### src/rtl/sdram_trk_pkg.sv
// Package: shared command and bank-state encodings for the bank tracker.
// Assumes a 2-bit command code with no refresh or mode-register commands.
package sdram_trk_pkg;

    typedef enum logic [1:0] {
        CMD_NOP   = 2'd0,
        CMD_ACT   = 2'd1,
        CMD_READ  = 2'd2,
        CMD_WRITE = 2'd3
    } cmd_e;

    typedef enum logic [1:0] {
        BK_IDLE   = 2'd0,
        BK_OPEN   = 2'd1,
        BK_WREC   = 2'd2,
        BK_PRECH  = 2'd3
    } bank_st_e;

endpackage

### src/rtl/sdram_bank_fsm.sv
// Module: state of one bank, with a single shared down-counter for
// write recovery and precharge.
// Assumes T_RP >= 1 and T_WR >= 1. The close pulses come from the burst
// engine and are never raised in the same cycle as an open for this bank.
module sdram_bank_fsm
    import sdram_trk_pkg::*;
#(
    parameter int T_RP = 3,
    parameter int T_WR = 2
) (
    input  logic       clk,
    input  logic       rst_n,
    input  logic       open_i,
    input  logic       close_rd_i,
    input  logic       close_wr_i,
    output logic [1:0] state_o
);
    localparam int CNT_MAX = (T_RP > T_WR) ? T_RP : T_WR;
    localparam int CNT_W   = $clog2(CNT_MAX + 1);

    bank_st_e         st;
    logic [CNT_W-1:0] cnt;

    // Bank transitions: open, implicit close, then countdowns back to idle.
    always_ff @(posedge clk) begin
        if (!rst_n) begin
            st  <= BK_IDLE;
            cnt <= '0;
        end else if (open_i) begin
            st  <= BK_OPEN;
            cnt <= '0;
        end else if (close_rd_i) begin
            st  <= BK_PRECH;
            cnt <= CNT_W'(T_RP - 1);
        end else if (close_wr_i) begin
            st  <= BK_WREC;
            cnt <= CNT_W'(T_WR - 1);
        end else begin
            case (st)
                BK_WREC: begin
                    if (cnt == '0) begin
                        st  <= BK_PRECH;
                        cnt <= CNT_W'(T_RP - 1);
                    end else begin
                        cnt <= cnt - 1'b1;
                    end
                end
                BK_PRECH: begin
                    if (cnt == '0) st <= BK_IDLE;
                    else           cnt <= cnt - 1'b1;
                end
                default: ;
            endcase
        end
    end

    assign state_o = st;

    AST_OPEN_GOES_OPEN: assert property (@(posedge clk) disable iff (!rst_n)
        open_i |=> (st == BK_OPEN));
    AST_RD_CLOSE_PRECH: assert property (@(posedge clk) disable iff (!rst_n)
        (close_rd_i && !open_i) |=> (st == BK_PRECH));
    AST_WREC_THEN_PRECH: assert property (@(posedge clk) disable iff (!rst_n)
        (st == BK_WREC && !open_i && !close_rd_i && !close_wr_i) |=> (st inside {BK_WREC, BK_PRECH}));
    AST_PRECH_NO_OPEN: assert property (@(posedge clk) disable iff (!rst_n)
        (st == BK_PRECH && !open_i && !close_rd_i && !close_wr_i) |=> (st inside {BK_PRECH, BK_IDLE}));

endmodule

### src/rtl/sdram_burst_engine.sv
// Module: follows the one burst that owns the data bus. Emits a close pulse
// to the bank of an auto-precharge burst when that burst ends or is cut,
// and keeps the read-beat pipeline that drives read_valid and dqm_req.
// Assumes BURST_LEN >= 2 and CAS_LAT >= 3. Write data has zero latency.
module sdram_burst_engine
    import sdram_trk_pkg::*;
#(
    parameter int NUM_BANKS = 4,
    parameter int BURST_LEN = 4,
    parameter int CAS_LAT   = 3
) (
    input  logic                         clk,
    input  logic                         rst_n,
    input  logic [1:0]                   cmd_i,
    input  logic [$clog2(NUM_BANKS)-1:0] bank_i,
    input  logic                         ap_i,
    output logic [NUM_BANKS-1:0]         close_rd_o,
    output logic [NUM_BANKS-1:0]         close_wr_o,
    output logic                         read_valid_o,
    output logic                         dqm_req_o
);
    localparam int BANK_W = $clog2(NUM_BANKS);
    localparam int LEFT_W = $clog2(BURST_LEN);

    logic              burst_on, burst_wr, burst_ap;
    logic [BANK_W-1:0] burst_bank;
    logic [LEFT_W-1:0] left;
    logic [CAS_LAT-1:0] rd_pipe;

    logic is_rd, is_wr, new_acc, old_done, rd_slot;

    // Decode of the incoming command and end-of-burst detection.
    always_comb begin
        is_rd    = (cmd_i == CMD_READ);
        is_wr    = (cmd_i == CMD_WRITE);
        new_acc  = is_rd || is_wr;
        old_done = burst_on && (new_acc || left == LEFT_W'(1));
        rd_slot  = is_rd || (burst_on && !burst_wr && !new_acc);
    end

    // Burst ownership: a new access takes over, otherwise count slots down.
    always_ff @(posedge clk) begin
        if (!rst_n) begin
            burst_on   <= 1'b0;
            burst_wr   <= 1'b0;
            burst_ap   <= 1'b0;
            burst_bank <= '0;
            left       <= '0;
        end else if (new_acc) begin
            burst_on   <= 1'b1;
            burst_wr   <= is_wr;
            burst_ap   <= ap_i;
            burst_bank <= bank_i;
            left       <= LEFT_W'(BURST_LEN - 1);
        end else if (burst_on) begin
            if (left == LEFT_W'(1)) burst_on <= 1'b0;
            left <= left - 1'b1;
        end
    end

    // Read-beat pipeline: a WRITE drops every beat still in flight.
    always_ff @(posedge clk) begin
        if (!rst_n)     rd_pipe <= '0;
        else if (is_wr) rd_pipe <= '0;
        else            rd_pipe <= {rd_pipe[CAS_LAT-2:0], rd_slot};
    end

    // One close pulse per bank, chosen by the direction of the ending burst.
    for (genvar b = 0; b < NUM_BANKS; b++) begin : g_close
        assign close_rd_o[b] = old_done && burst_ap && !burst_wr && (burst_bank == BANK_W'(b));
        assign close_wr_o[b] = old_done && burst_ap &&  burst_wr && (burst_bank == BANK_W'(b));
    end

    assign read_valid_o = rd_pipe[CAS_LAT-1] && !is_wr;
    assign dqm_req_o    = rd_pipe[CAS_LAT-3];

    AST_ONE_CLOSE: assert property (@(posedge clk) disable iff (!rst_n)
        $onehot0(close_rd_o | close_wr_o));
    AST_NO_VALID_ON_WRITE: assert property (@(posedge clk) disable iff (!rst_n)
        is_wr |-> !read_valid_o);
    AST_DQM_BEFORE_BEAT: assert property (@(posedge clk) disable iff (!rst_n)
        read_valid_o |-> $past(dqm_req_o, 2));

endmodule

### src/rtl/sdram_ap_tracker.sv
// Module: top of the bank tracker. One state machine per bank, a shared
// burst engine, and a sticky error for ACTIVE to a bank that is not idle.
// Assumes commands are already legal apart from that ACTIVE check.
module sdram_ap_tracker
    import sdram_trk_pkg::*;
#(
    parameter int NUM_BANKS = 4,
    parameter int BURST_LEN = 4,
    parameter int CAS_LAT   = 3,
    parameter int T_RP      = 3,
    parameter int T_WR      = 2,
    parameter int BANK_W    = $clog2(NUM_BANKS)
) (
    input  logic                   clk,
    input  logic                   rst_n,
    input  logic [1:0]             cmd_code,
    input  logic [BANK_W-1:0]      cmd_bank,
    input  logic                   cmd_ap,
    output logic [2*NUM_BANKS-1:0] bank_state,
    output logic                   read_valid,
    output logic                   dqm_req,
    output logic                   protocol_error
);
    logic [NUM_BANKS-1:0] close_rd, close_wr;
    logic                 act_busy;

    sdram_burst_engine #(
        .NUM_BANKS (NUM_BANKS),
        .BURST_LEN (BURST_LEN),
        .CAS_LAT   (CAS_LAT)
    ) u_burst (
        .clk          (clk),
        .rst_n        (rst_n),
        .cmd_i        (cmd_code),
        .bank_i       (cmd_bank),
        .ap_i         (cmd_ap),
        .close_rd_o   (close_rd),
        .close_wr_o   (close_wr),
        .read_valid_o (read_valid),
        .dqm_req_o    (dqm_req)
    );

    // One state machine per bank, opened by a matching ACTIVE.
    for (genvar b = 0; b < NUM_BANKS; b++) begin : g_bank
        sdram_bank_fsm #(
            .T_RP (T_RP),
            .T_WR (T_WR)
        ) u_fsm (
            .clk        (clk),
            .rst_n      (rst_n),
            .open_i     ((cmd_code == CMD_ACT) && (cmd_bank == BANK_W'(b))),
            .close_rd_i (close_rd[b]),
            .close_wr_i (close_wr[b]),
            .state_o    (bank_state[2*b +: 2])
        );
    end

    // Detect an ACTIVE that targets a bank not currently idle.
    always_comb begin
        act_busy = (cmd_code == CMD_ACT) && (bank_state[{cmd_bank, 1'b0} +: 2] != BK_IDLE);
    end

    // Sticky error flag, cleared only by reset.
    always_ff @(posedge clk) begin
        if (!rst_n)        protocol_error <= 1'b0;
        else if (act_busy) protocol_error <= 1'b1;
    end

    AST_ERR_STAYS: assert property (@(posedge clk) disable iff (!rst_n)
        protocol_error |=> protocol_error);
    AST_ERR_ON_BUSY_ACT: assert property (@(posedge clk) disable iff (!rst_n)
        act_busy |=> protocol_error);

endmodule

### config.mk
export PLATFORM = sky130hd
export DESIGN_NAME = sdram_ap_tracker
export DESIGN_NICKNAME = d
export VERILOG_FILES = /design/src/rtl/sdram_trk_pkg.sv /design/src/rtl/sdram_bank_fsm.sv /design/src/rtl/sdram_burst_engine.sv /design/src/rtl/sdram_ap_tracker.sv
export SDC_FILE = /design/constraint.sdc
export NUM_CORES = 1
export LEC_CHECK = 0
export BUFFER_PORTS_ARGS = -buffer_cell sky130_fd_sc_hd__clkbuf_2
export CELL_PAD_IN_SITES_DETAIL_PLACEMENT = 0
export CELL_PAD_IN_SITES_GLOBAL_PLACEMENT = 1
export CORE_UTILIZATION = 39
export DETAILED_ROUTE_END_ITERATION = 6
export GPL_ROUTABILITY_DRIVEN = 0
export GPL_TIMING_DRIVEN = 0
export PLACE_DENSITY = 0.81
export SYNTH_ARGS = -nofsm -noshare
export SYNTH_HDL_FRONTEND = slang
export SYNTH_SLANG_ARGS = --single-unit
### constraint.sdc
create_clock -name clk -period 1.45 [get_ports clk]
set_input_delay 0.2175 -clock clk [delete_from_list [all_inputs] [get_ports clk]]
set_output_delay 0.2175 -clock clk [all_outputs]
set_load 0.01 [all_outputs]
==> out/results.tsv <==
metric	value	unit
outcome	finished, final reports clean	
drtPass1Iterations	4	
dieArea	4270	sq um
worst_slew_pin_slew	486	ps
row_count	22	
synth_cell_types	42	
clkSinkCount	27	
crit_type	flop to flop	
critical_path.slowest_cell	dfxtp_1	
place_area	1710	sq um
yosys-top-cells-count	dfxtp_1, nand2_1, inv_1, a21oi_1	
cts_tree	done	
nets	218	
finalHoldViolations	0	
ys_seq_area_frac	0.345	
synth_area_leaders	dfxtp_1, ha_1, a21oi_1	
io_pins	18	
yosysWarnings	0	
max_stage_delay	370	ps
initial_core_util	0.418	
diodes	0	
synth_fp_nets	195	
clockBufferDepth	2	
setup_viol	0	
insertion_delay	270	ps
path_cells	ha_2, o211a_4, buf_6, nand4_1, o311a_1	
synth_seq_cells	27	
via_per_inst	5.60	
stdcell_count	249	
start_kind	flop	
syn_inst	179	
fin_tns_setup	0	ps
placed_cells	244	
layout_setup_ws	57.3	ps
yosysTopAreaCell	dfxtp_1	
power.density	796	nW/um^2
vdd.ir_drop.worst	0.000700	V
antenna_found_initial	0	
fp.dieW	65.4	microns
slew_headroom	0.676	
arrival	1560	ps
clock_tree.root_cell	clkbuf_8	
grt_remaining_overflow	0	
fin_skew	12.2	ps
synth.most_common_cell	dfxtp_1	
numCtsBuffers	3	
port_buffers	17	
synth_top_area_share	0.345	
drt_iter0_markers	59	
post-route-util	0.481	
ant_nets	0	
synth_edf_count	0	
drc	0	
post-dp-hpwl	2610	microns
htree_levels	1	
grt_pass1_wl	6130	microns
clk_pin_slew_worst_paths	100	ps
layout-drive-gt1-share	0.214	
final_area	1800	sq um
slew_violations	0	
dp_slack	-114	ps
wl_per_cell	14.4	microns
via_count	1394	
fmax	0.718	GHz
async_flop_share	0	
synthToLayoutAreaGrowth	14.9	%
core_region_area	3740	sq um
yosys_most_used_dff	dfxtp_1	
grt_usage	0.183	
period_needed	1390	ps
power.leakage	0.000718	uW
totalWireLength	3580	microns
syn_area	1570	sq um
critPathRequiredTime	1620	ps
fillCellCount	396	
die_h	65.4	microns
ctsHoldBuffers	0	
critPathCaptureType	flop	
post-route-period-util	0.961	
cap_violations	0	
grt_pass1_vias	1333	
crit_fanout	10	
grt_start_max_net_pins	15	
synth.avg_cell_area	8.74	sq um
hp-class	input pin to flop	
[power breakdown]
part           total [uW]  switching [uW]  internal [uW]
combinational         207             121           86.6
sequential            795            26.0            769
clock                 429             232            197
[metrics by stage]
stage / hold slack, ps / total power, uW
after global placement: 451 / 999
final: 190 / 1430
after detailed placement: 447 / 1010
after floorplan: 357 / 940
after CTS: 193 / 1430
after global routing: 209 / 1510
[cell type report]
cell class / instances / area (sq um) / area share
inverter: 14 / 52.6 / 0.0292
clock buffer: 4 / 45.0 / 0.0250
buffer: 7 / 40.0 / 0.0223
multi-input combinational: 131 / 963 / 0.535
sequential: 27 / 546 / 0.303
tap: 48 / 60.1 / 0.0334
timing repair buffer: 18 / 92.6 / 0.0515
[metal layers]
layer | part of all wire | track usage | vias up
met5 | 0 | 0 | -
met4 | 0.0081 | 0.0353 | 0
met3 | 0.029 | 0.0365 | 4
met2 | 0.47 | 0.311 | 20
met1 | 0.49 | 0.240 | 668
li1 | - | - | 702
[placed cells by master (no fill, tap or decap), types with 3 or more instances in the layout]
master	n
a211oi_1	3
a21boi_2	3
a21oi_1	12
a31oi_1	4
a41o_1	4
and2_1	5
clkbuf_1	4
clkbuf_2	17
clkbuf_8	3
dfxtp_1	23
dfxtp_2	4
ha_1	8
inv_1	14
mux2_2	4
mux2i_1	4
nand2_1	15
nand3_1	4
nand4bb_1	3
nor2_1	9
nor2b_1	6
nor3b_1	4
o211ai_1	5
o21ai_0	4
o22ai_1	4
xor2_1	3
[path summary, 6_finish.rpt]
kind / startpoint / to / slack, ps / cells past startpoint
min: cmd_ap / u_burst.burst_ap / 190 / 3
min reg2reg: u_burst.rd_pipe[1] / u_burst.rd_pipe[2] / 480 / 1
max reg2reg: u_burst.left[0] / g_bank[0].u_fsm.state_o[0] / 60 / 5
max: u_burst.left[0] / g_bank[0].u_fsm.state_o[0] / 60 / 5
[cells by family (layout without fill, tap and decap cells)]
family                     after synthesis  in the layout  share of synthesized area
AOI/OAI and AO/OA                       49             49                      0.221
xor gates and xnor gates                 5              5                     0.0280
adders and majority gates                9              9                     0.0719
buffers and inverters                   21             43                     0.0568
DFF                                     27             27                      0.345
muxes                                    8              8                     0.0544
and+or+nand+nor                         60             60                      0.222
[sequential cells by signal, summed over array words and instances, names as in the netlist]
signal,count
u_burst.rd_pipe,3
u_burst.burst_on,1
u_burst.burst_wr,1
g_bank.u_fsm.state_o,8
u_burst.burst_bank,2
u_burst.left,2
g_bank.u_fsm.cnt,8
protocol_error,1
u_burst.burst_ap,1
[what timing repair did]
item                                   in CTS  in global routing
setup endpoints to repair                   6                  8
buffers inserted                            1                  0
endpoints found under the hold margin       0                  0
resized for setup                           5                 11
pin swaps                                   1                  2
[worst max-delay path, delay by kind of cell, from the launching register on]
family	cells	cell delay, ps
AO/OA/AOI/OAI	2	420
AND/OR/NAND/NOR	1	110
adder cells (fa/ha/maj)	1	240
buffers and inverters	1	160
flip-flops	1	370
No activity file was read; power rests on OpenSTA's default activity.
